### src/rtl/dma_chan_regs_pkg.sv
package dma_chan_regs_pkg;

  localparam int unsigned DATA_W = 32;

  // writable bits of control and of the interrupt-enable mask
  localparam logic [DATA_W-1:0] CTRL_MASK = 32'h06F8_3E5F;
  localparam logic [DATA_W-1:0] EVT_MASK  = 32'h00F8_3E5E;

  localparam int unsigned RUN_BIT      = 0;
  localparam int unsigned NON_INCR_BIT = 25;
  localparam int unsigned POLL_WB_BIT  = 26;

  localparam logic [15:0] SIG_BASE = 16'h1FC0;

  // word offsets (byte offset / 4)
  localparam int unsigned W_ID       = 0;
  localparam int unsigned W_CTRL     = 1;
  localparam int unsigned W_CTRL_SET = 2;
  localparam int unsigned W_CTRL_CLR = 3;
  localparam int unsigned W_STAT     = 16;
  localparam int unsigned W_DONE     = 18;
  localparam int unsigned W_ALIGN    = 19;
  localparam int unsigned W_IE       = 36;
  localparam int unsigned W_IE_SET   = 37;
  localparam int unsigned W_IE_CLR   = 39;

  typedef enum logic [2:0] {
    SEL_NONE,
    SEL_ID,
    SEL_CTRL,
    SEL_STAT,
    SEL_DONE,
    SEL_ALIGN,
    SEL_IE
  } reg_sel_e;

  typedef enum logic [1:0] {
    WR_PLAIN,
    WR_SET,
    WR_CLR
  } wr_op_e;

  typedef struct packed {
    reg_sel_e sel;
    wr_op_e   op;
  } dec_t;

endpackage

### src/rtl/dma_chan_addr_dec.sv
module dma_chan_addr_dec
  import dma_chan_regs_pkg::*;
#(
  parameter int unsigned ADDR_W = 6
) (
  input  logic [ADDR_W-1:0] addr_i,
  output dec_t              dec_o
);

  always_comb begin
    dec_o.sel = SEL_NONE;
    dec_o.op  = WR_PLAIN;
    if (addr_i == ADDR_W'(W_ID)) begin
      dec_o.sel = SEL_ID;
    end else if (addr_i == ADDR_W'(W_CTRL)) begin
      dec_o.sel = SEL_CTRL;
    end else if (addr_i == ADDR_W'(W_CTRL_SET)) begin
      dec_o.sel = SEL_CTRL;
      dec_o.op  = WR_SET;
    end else if (addr_i == ADDR_W'(W_CTRL_CLR)) begin
      dec_o.sel = SEL_CTRL;
      dec_o.op  = WR_CLR;
    end else if (addr_i == ADDR_W'(W_STAT)) begin
      dec_o.sel = SEL_STAT;
    end else if (addr_i == ADDR_W'(W_DONE)) begin
      dec_o.sel = SEL_DONE;
    end else if (addr_i == ADDR_W'(W_ALIGN)) begin
      dec_o.sel = SEL_ALIGN;
    end else if (addr_i == ADDR_W'(W_IE)) begin
      dec_o.sel = SEL_IE;
    end else if (addr_i == ADDR_W'(W_IE_SET)) begin
      dec_o.sel = SEL_IE;
      dec_o.op  = WR_SET;
    end else if (addr_i == ADDR_W'(W_IE_CLR)) begin
      dec_o.sel = SEL_IE;
      dec_o.op  = WR_CLR;
    end
  end

endmodule

### src/rtl/dma_chan_alias_reg.sv
module dma_chan_alias_reg
  import dma_chan_regs_pkg::*;
#(
  parameter int unsigned      W    = 32,
  parameter logic [W-1:0]     MASK = '1
) (
  input  logic         clk_i,
  input  logic         rst_ni,
  input  logic         we_i,
  input  wr_op_e       op_i,
  input  logic [W-1:0] wdata_i,
  output logic [W-1:0] q_o,
  output logic [W-1:0] d_o
);

  logic [W-1:0] q;
  logic [W-1:0] d;
  logic [W-1:0] wmask;

  assign wmask = wdata_i & MASK;

  always_comb begin
    d = q;
    if (we_i) begin
      unique case (op_i)
        WR_SET:  d = q | wmask;
        WR_CLR:  d = q & ~wmask;
        default: d = wmask;
      endcase
    end
  end

  always_ff @(posedge clk_i or negedge rst_ni) begin
    if (!rst_ni) q <= '0;
    else         q <= d;
  end

  assign q_o = q;
  assign d_o = d;

endmodule

### src/rtl/dma_chan_evt_status.sv
module dma_chan_evt_status #(
  parameter int unsigned  W        = 32,
  parameter logic [W-1:0] EVT_BITS = '1,
  parameter int unsigned  CNT_W    = 32
) (
  input  logic             clk_i,
  input  logic             rst_ni,
  input  logic [W-1:0]     evt_i,
  input  logic [W-1:0]     en_i,
  input  logic             rd_clr_i,
  input  logic             run_q_i,
  input  logic             run_d_i,
  input  logic             done_i,
  output logic [W-1:0]     stat_o,
  output logic [CNT_W-1:0] cnt_o
);

  logic [W-1:0]     stat_q;
  logic [W-1:0]     stat_d;
  logic [CNT_W-1:0] cnt_q;
  logic             run_rise;

  // only event positions get a sticky bit; new events win over a read-clear
  for (genvar i = 0; i < W; i++) begin : g_stat
    if (EVT_BITS[i]) begin : g_evt
      assign stat_d[i] = (stat_q[i] & ~rd_clr_i) | (evt_i[i] & en_i[i]);
    end else begin : g_rsvd
      assign stat_d[i] = 1'b0;
    end
  end

  always_ff @(posedge clk_i or negedge rst_ni) begin
    if (!rst_ni) stat_q <= '0;
    else         stat_q <= stat_d;
  end

  assign run_rise = run_d_i & ~run_q_i;

  always_ff @(posedge clk_i or negedge rst_ni) begin
    if (!rst_ni)                 cnt_q <= '0;
    else if (run_rise)           cnt_q <= '0;
    else if (done_i && run_q_i)  cnt_q <= cnt_q + CNT_W'(1);
  end

  assign stat_o = stat_q;
  assign cnt_o  = cnt_q;

endmodule

### src/rtl/dma_chan_regs.sv
module dma_chan_regs
  import dma_chan_regs_pkg::*;
#(
  parameter bit          DIR    = 1'b0,
  parameter int unsigned ADDR_W = 6,
  parameter int unsigned CNT_W  = 32
) (
  input  logic              clk_i,
  input  logic              rst_ni,
  input  logic              req_valid_i,
  output logic              req_ready_o,
  input  logic              req_write_i,
  input  logic [ADDR_W-1:0] req_addr_i,
  input  logic [31:0]       req_wdata_i,
  output logic              rsp_valid_o,
  output logic [31:0]       rsp_rdata_o,
  input  logic [31:0]       evt_i,
  input  logic              desc_done_i,
  input  logic [31:0]       align_i,
  output logic              run_o,
  output logic              non_incr_o,
  output logic              poll_wb_o,
  output logic              irq_o
);

  localparam logic [DATA_W-1:0] ID_WORD = {SIG_BASE + 16'(DIR), 16'h0000};

  dec_t              dec;
  logic              accept;
  logic              wr_acc;
  logic              rd_acc;
  logic              ctrl_we;
  logic              ie_we;
  logic              rd_clr;
  logic [DATA_W-1:0] ctrl_q;
  logic [DATA_W-1:0] ctrl_d;
  logic [DATA_W-1:0] ie_q;
  logic [DATA_W-1:0] ie_d;
  logic [DATA_W-1:0] stat_q;
  logic [CNT_W-1:0]  cnt_q;
  logic [DATA_W-1:0] rdata_d;
  logic              rsp_valid_q;
  logic [DATA_W-1:0] rsp_rdata_q;

  assign req_ready_o = 1'b1;
  assign accept      = req_valid_i & req_ready_o;
  assign wr_acc      = accept & req_write_i;
  assign rd_acc      = accept & ~req_write_i;

  dma_chan_addr_dec #(.ADDR_W(ADDR_W)) u_dec (
    .addr_i (req_addr_i),
    .dec_o  (dec)
  );

  assign ctrl_we = wr_acc & (dec.sel == SEL_CTRL);
  assign ie_we   = wr_acc & (dec.sel == SEL_IE);
  assign rd_clr  = rd_acc & (dec.sel == SEL_STAT);

  dma_chan_alias_reg #(.W(DATA_W), .MASK(CTRL_MASK)) u_ctrl (
    .clk_i   (clk_i),
    .rst_ni  (rst_ni),
    .we_i    (ctrl_we),
    .op_i    (dec.op),
    .wdata_i (req_wdata_i),
    .q_o     (ctrl_q),
    .d_o     (ctrl_d)
  );

  dma_chan_alias_reg #(.W(DATA_W), .MASK(EVT_MASK)) u_ie (
    .clk_i   (clk_i),
    .rst_ni  (rst_ni),
    .we_i    (ie_we),
    .op_i    (dec.op),
    .wdata_i (req_wdata_i),
    .q_o     (ie_q),
    .d_o     (ie_d)
  );

  dma_chan_evt_status #(.W(DATA_W), .EVT_BITS(EVT_MASK), .CNT_W(CNT_W)) u_stat (
    .clk_i    (clk_i),
    .rst_ni   (rst_ni),
    .evt_i    (evt_i),
    .en_i     (ctrl_q),
    .rd_clr_i (rd_clr),
    .run_q_i  (ctrl_q[RUN_BIT]),
    .run_d_i  (ctrl_d[RUN_BIT]),
    .done_i   (desc_done_i),
    .stat_o   (stat_q),
    .cnt_o    (cnt_q)
  );

  always_comb begin
    unique case (dec.sel)
      SEL_ID:    rdata_d = ID_WORD;
      SEL_CTRL:  rdata_d = ctrl_q;
      SEL_STAT:  rdata_d = stat_q;
      SEL_DONE:  rdata_d = DATA_W'(cnt_q);
      SEL_ALIGN: rdata_d = align_i;
      SEL_IE:    rdata_d = ie_q;
      default:   rdata_d = '0;
    endcase
  end

  always_ff @(posedge clk_i or negedge rst_ni) begin
    if (!rst_ni) begin
      rsp_valid_q <= 1'b0;
      rsp_rdata_q <= '0;
    end else begin
      rsp_valid_q <= rd_acc;
      if (rd_acc) rsp_rdata_q <= rdata_d;
    end
  end

  assign rsp_valid_o = rsp_valid_q;
  assign rsp_rdata_o = rsp_rdata_q;
  assign run_o       = ctrl_q[RUN_BIT];
  assign non_incr_o  = ctrl_q[NON_INCR_BIT];
  assign poll_wb_o   = ctrl_q[POLL_WB_BIT];
  assign irq_o       = |(stat_q & ie_q);

  logic unused_ie_d;
  assign unused_ie_d = ^ie_d;

endmodule

### config.mk
export PLATFORM = sky130hd
export DESIGN_NAME = dma_chan_regs
export DESIGN_NICKNAME = d
export VERILOG_FILES = /design/src/rtl/dma_chan_regs_pkg.sv /design/src/rtl/dma_chan_addr_dec.sv /design/src/rtl/dma_chan_alias_reg.sv /design/src/rtl/dma_chan_evt_status.sv /design/src/rtl/dma_chan_regs.sv
export SDC_FILE = /design/constraint.sdc
export NUM_CORES = 1
export LEC_CHECK = 0
export BUFFER_PORTS_ARGS = -buffer_cell sky130_fd_sc_hd__buf_2
export CORE_MARGIN = 10
export CORE_UTILIZATION = 23
export CTS_BUF_LIST = sky130_fd_sc_hd__clkbuf_8
export CTS_CLUSTER_DIAMETER = 120
export DETAILED_ROUTE_END_ITERATION = 12
export PLACE_DENSITY = 0.46
export SETUP_SLACK_MARGIN = 0.02
export SKIP_CTS_REPAIR_TIMING = 1
export SLEW_MARGIN = 20
export SYNTH_ARGS = -nofsm -noshare
export SYNTH_HDL_FRONTEND = slang
export SYNTH_HIERARCHICAL = 1
export SYNTH_SLANG_ARGS = --single-unit
### constraint.sdc
create_clock -name clk_i -period 2.2 [get_ports clk_i]
set_input_delay 0.33 -clock clk_i [delete_from_list [all_inputs] [get_ports clk_i]]
set_output_delay 0.33 -clock clk_i [all_outputs]
set_load 0.02 [all_outputs]
**After elaboration in Yosys (flattened, before gate mapping)**

Cells that the tools add are included.

- Add/sub/neg operators: 1
- Eq/ne operators: 17
- Multiplexer cells: 22
- Bitwise operators: 61
- Reductions and logical operators: 4

Operators by type and width:

| kind | count |
|---|---|
| $pmux W32 S6 | 1 |
| $pmux W32 S2 | 2 |
| $and A32 B32 Y32 | 2 |
| $mux W32 | 2 |
| $and A1 B1 Y1 | 36 |
| $add A32 B1 Y32 const B | 1 |
| $and A24 B32 Y32 | 1 |
| $not A24 Y32 | 1 |
| $not A27 Y32 | 1 |
| $or A32 B24 Y32 | 1 |
| $or A32 B27 Y32 | 1 |
| $reduce_or A32 Y1 | 1 |
| $mux W5 | 4 |
| $eq A6 B5 Y1 const B | 3 |
| $eq A6 B6 Y1 const B | 3 |
| $mux W3 | 6 |
| $or A1 B1 Y1 | 15 |
| $eq A6 B2 Y1 const B | 2 |
| $mux W2 | 6 |
| $eq A3 B3 Y1 const B | 3 |
| $eq A3 B2 Y1 const B | 2 |
| $eq A6 B1 Y1 const B | 1 |
| $logic_not A6 Y1 | 1 |
| $eq A3 B1 Y1 const B | 1 |
| 6 further kinds | 8 |

- Register bits after elaboration: 144
- Input bits: 107
- Output and inout port bits: 38

**Longest topological paths before layout**

- Word-level depth: 16
- Depth in mapped cells: 14
- Gate-level depth less buffers: 12

**Cells and area by module**

Netlist, hierarchy kept.

Modules (own cells, without submodules):

| module | times used | cells each | area each (sq um) | seq. area each (sq um) |
|---|---|---|---|---|
| dma_chan_regs | 1 | 279 | 2,586.2 | 825.8 |
| dma_chan_evt_status | 1 | 252 | 2,413.6 | 1,176.1 |
| dma_chan_alias_reg (u_ctrl) | 1 | 99 | 1,271.2 | 800.8 |
| dma_chan_alias_reg (u_ie) | 1 | 98 | 1,266.2 | 800.8 |
| dma_chan_addr_dec | 1 | 20 | 130.1 | 0.0 |

**Worst setup path before layout**

OpenSTA, ideal clock, no wires.

- Path type: in2reg
- Start point: in req_addr_i[0]
- End point: reg u_stat.cnt_q[12] (netlist: u_stat/cnt_o[12])
- Library setup time: 0.078 ns
- Data arrival time: 3.239 ns
- Data required time: 2.122 ns
- Path slack: -1.116 ns
- Cell stages on the path: 14
- Cells stage by stage: or2_1 -> a2111oi_2 -> buf_6 -> buf_6 -> buf_6 -> nor4_1 -> and2b_2 -> o21ai_0 -> a32o_1 -> nand2b_1 -> clkbuf_1 -> a21o_1 -> or4_1 -> a21oi_1

RTL lines:

| item | line | source |
|---|---|---|
| start, declared | dma_chan_regs.sv:13 | `input logic [ADDR_W-1:0] req_addr_i,` |
| end signal, assigned | dma_chan_evt_status.sv:42 | `else if (done_i && run_q_i) cnt_q <= cnt_q + CNT_W'(1);` |
| end, declared | dma_chan_evt_status.sv:20 | `logic [CNT_W-1:0] cnt_q;` |

**Worst setup path in the final report**

- Start point: reg u_ie.q[22] (netlist: u_ie/q_o[22])
- End point: out irq_o

- Longest elaborated chain between the ends: 2

Ends and longest elaborated chain:

| item | line | source |
|---|---|---|
| start, declared | dma_chan_alias_reg.sv:16 | `logic [W-1:0] q;` |
| start signal, assigned | dma_chan_alias_reg.sv:34 | `if (!rst_ni) q <= '0;` |
| start signal, assigned | dma_chan_alias_reg.sv:35 | `else q <= d;` |
| $and A24 B32 Y32 | dma_chan_regs.sv:119 | `assign irq_o = \|(stat_q & ie_q);` |
| $reduce_or A32 Y1 | dma_chan_regs.sv:119 |  |
| end, declared | dma_chan_regs.sv:23 | `output logic irq_o` |

No other way between the ends.

==> results.py <==
metrics = {
    "yosys": {
        "synth.distinct_cells": 66,
        "ys_seq_area_frac": 0.470,
        "yosysWarnings": 6,
        "syn_inst": 748,
        "avgSynthCellArea_sq_um": 10.3,
        "ys_ff_latch": 144,
        "synth_ff_type": "dfrtp_1",
        "synth_edf_count": 0,
        "async_flop_share": 1.00,
        "syn_area_sq_mm": 0.00767,
    },
    "grt": {
        "grt_use_met2": 0.213,
        "grt_max_degree": 56,
        "overflow": 0,
        "antenna_found_initial": 0,
        "grtUsageMet1": 0.183,
        "busiest_layer": "met2",
        "met3_usage": 0.0231,
        "first_global_vias": 6620,
        "track_usage": 0.135,
        "grt_pass1_wl_mm": 42.7,
    },
    "run": {
        "drv_cap": 0,
    },
    "clock_network": {
        "clkSinkCount": 144,
        "h-tree-depth": 4,
        "clk_path_buf_depth": 2,
        "numCtsBuffers": 17,
        "cts.reportedPaths.clkPinSlew_ps": 90,
        "clk-insertion-delay-late_ps": 460,
        "tritoncts": "yes",
        "root_buffer": "clkbuf_8",
    },
    "timing": {
        "fin_crit_sh": 1.08,
        "hold_violations": 0,
        "rsz0062_at_grt": "yes",
        "fin_crit_ps": 2370,
        "slew_violations": 0,
        "fmax_ghz": 0.422,
        "slew_headroom": 0.609,
        "hold_slack_ps": 79.3,
        "tightest_slew_ps": 587,
        "fin_skew_ps": 9.82,
        "setup_viol": 2,
        "fin_ws_ps": -167,
    },
    "floorplanning": {
        "ios": 145,
        "core_area_sq_mm": 0.0327,
        "chipHeight_microns": 203,
        "die_w_microns": 203,
        "row_count": 66,
        "start_util": 0.234,
        "die_area_sq_mm": 0.0410,
    },
    "drt": {
        "wl_mm": 28.6,
        "via_per_inst": 4.83,
        "drt-wirelength-per-cell_microns": 20.8,
        "ant_nets": 0,
        "firstDrtPassIters": 8,
        "num_vias": 6627,
        "drc": 0,
        "first_iter_violations": 550,
    },
    "setup_path": {
        "required_ps": 1870,
        "start_kind": "flop",
        "reg2reg_depth": 5,
        "r2r_slack_ps": 230,
        "crit_family": "simple AND/OR/NAND/NOR gates",
        "r2r_end": "u_stat/cnt_o[12]",
        "crit_path_top_delay_cell": "or4_4",
        "crit_arrival_ps": 2040,
        "r2r_start": "u_ctrl/q_o[0]",
        "cpPeakStageDelay_ps": 580,
        "path_cells": "a22oi_2 -> nand4_1 -> or4_4 -> buf_6",
        "crit_type": "reg2out",
        "path_max_fanout": 3,
        "crit_buf_inv": 1,
        "end_kind": "primary output",
    },
    "cells_and_area": {
        "synthToLayoutAreaGrowth_pct": 31.5,
        "drive_gt1_frac": 0.327,
        "n_antenna_cell": 0,
        "nNetsFinal": 1033,
        "utilization": 0.308,
    },
    "placed_design": {
        "io_buffers": 112,
        "gp_congestion": 0.813,
        "hpwl_mm": 21.4,
    },
    "pwr": {
        "p_per_area_mw_per_mm2": 610,
        "peakVddDrop_uv": 315,
        "cellLeakagePower_nw": 4.58,
    },
    "hold_path": {
        "hp-start": "evt_i[21]",
        "hold_path_depth": 3,
        "worstHoldEndpoint": "u_stat/stat_o[21]",
        "hp-class": "in2reg",
    },
    "run_status": {
        "outcome": "finished, violations left",
        "violations": "setup timing",
    },
}
==> layer usage <==
layer / wire length [microns] / part of all wire / vias up
li1: - / - / 3129
met1: 13400 / 0.47 / 3311
met2: 13700 / 0.48 / 172
met3: 1050 / 0.037 / 15
met4: 446 / 0.016 / 0
met5: 0 / 0 / -
==> kinds of logic (layout without fill, tap and decap cells) <==
family / after synthesis / after routing / share of synthesized area
buffers and inverters: 97 / 264 / 0.0703
DFF: 144 / 144 / 0.470
adders and majority gates: 8 / 8 / 0.0131
and+or+nand+nor: 210 / 210 / 0.146
xor gates and xnor gates: 6 / 6 / 0.00686
other: 2 / 18 / 0.000979
AOI/OAI and AO/OA: 230 / 230 / 0.222
muxes: 51 / 51 / 0.0710
==> layout by cell type, fill, tap and decap left out, drive strengths merged, types with 11 or more instances in the layout <==
cell type / Yosys / routed
inv: 29 / 37
nor2: 17 / 17
o21ai: 84 / 84
nand4: 17 / 17
a22oi: 20 / 20
conb: 2 / 18
nand2: 81 / 81
dfrtp: 144 / 144
a32o: 33 / 33
clkbuf: 18 / 21
a22o: 28 / 28
and2: 35 / 35
buf: 50 / 199
a21oi: 11 / 11
nand3: 18 / 18
mux2i: 24 / 24
a222oi: 25 / 25
mux2: 27 / 27
==> stage by stage <==
stage	setup TNS (ps)	setup WS, ps	cell area [sq um]	total power, mW	std cells
after floorplan	-22720	-916	7800	3.42	764
after global placement	-39920	-592	9250	3.90	1326
after detailed placement	-45820	-603	9250	3.91	1326
after CTS	-1650	-376	9640	6.06	1358
after global routing	-1010	-206	10100	6.43	1373
final	-309	-167	10100	6.16	1373
==> cell type report <==
class                           count  area [sq um]
Inverter                           29           109
Sequential cell                   144          3600
Clock inverter                     14           143
Timing Repair Buffer              203          1600
Tap cell                          442           553
Multi-Input combinational cell    523          3830
Fill cell                        3515         22600
Clock buffer                       18           248
==> worst reg2reg max path, cell delays in order, from the launching register on <==
cell,delay (ps)
dfrtp_1,690
a32o_2,360
nand2b_4,90
a21o_1,210
or4_4,430
a21oi_2,140
==> synth_stat cells (all sizes together), types with 3 or more instances <==
library cell | number | share of area
clkbuf | 18 | 0.0090
xnor2 | 3 | 0.0034
a32o | 33 | 0.043
buf | 50 | 0.047
ha | 8 | 0.013
a21oi | 11 | 0.0072
xor2 | 3 | 0.0034
o31ai | 3 | 0.0029
nor3 | 6 | 0.0060
nand4 | 17 | 0.016
inv | 29 | 0.014
mux2 | 27 | 0.040
and2 | 35 | 0.029
nand2 | 81 | 0.040
or2 | 3 | 0.0024
o221ai | 5 | 0.0057
mux2i | 24 | 0.031
nand3 | 18 | 0.012
nand2b | 4 | 0.0033
nor2 | 17 | 0.0083
dfrtp | 144 | 0.47
o21ai | 84 | 0.055
a41o | 3 | 0.0039
a222oi | 25 | 0.033
nand3b | 5 | 0.0049
a22o | 28 | 0.032
and2b | 4 | 0.0044
and3 | 7 | 0.0057
a22oi | 20 | 0.020
a31oi | 5 | 0.0041
nor4 | 4 | 0.0052
==> sequential cells by signal, summed over array words and instances (netlist names) <==
register	cells
rsp_valid_o	1
u_ie/q_o	32
u_stat/stat_o	15
u_stat/cnt_o	32
u_ctrl/q_o	32
rsp_rdata_o	32
==> how the worst max path moves through the flow <==
stage | start | cells past startpoint | slack, ps | endpoint
2_1_floorplan | req_addr_i[0] | 14 | -920 | u_stat/cnt_o[12]
3_3_place_gp | req_addr_i[0] | 12 | -590 | u_stat/cnt_o[12]
3_5_place_dp | req_addr_i[4] | 13 | -600 | u_stat/cnt_o[12]
4_1_cts | u_stat/stat_o[22] | 4 | -380 | irq_o
5_1_grt | u_ie/q_o[22] | 4 | -210 | irq_o
6_report | u_ie/q_o[22] | 4 | -170 | irq_o
==> power by group <==
group | leakage (nW) | switching [mW] | internal (mW)
registers | 1.91 | 0.158 | 2.77
logic | 2.48 | 0.573 | 0.519
clock network | 0.190 | 1.18 | 0.959
No activity file was read; power rests on OpenSTA's default activity.
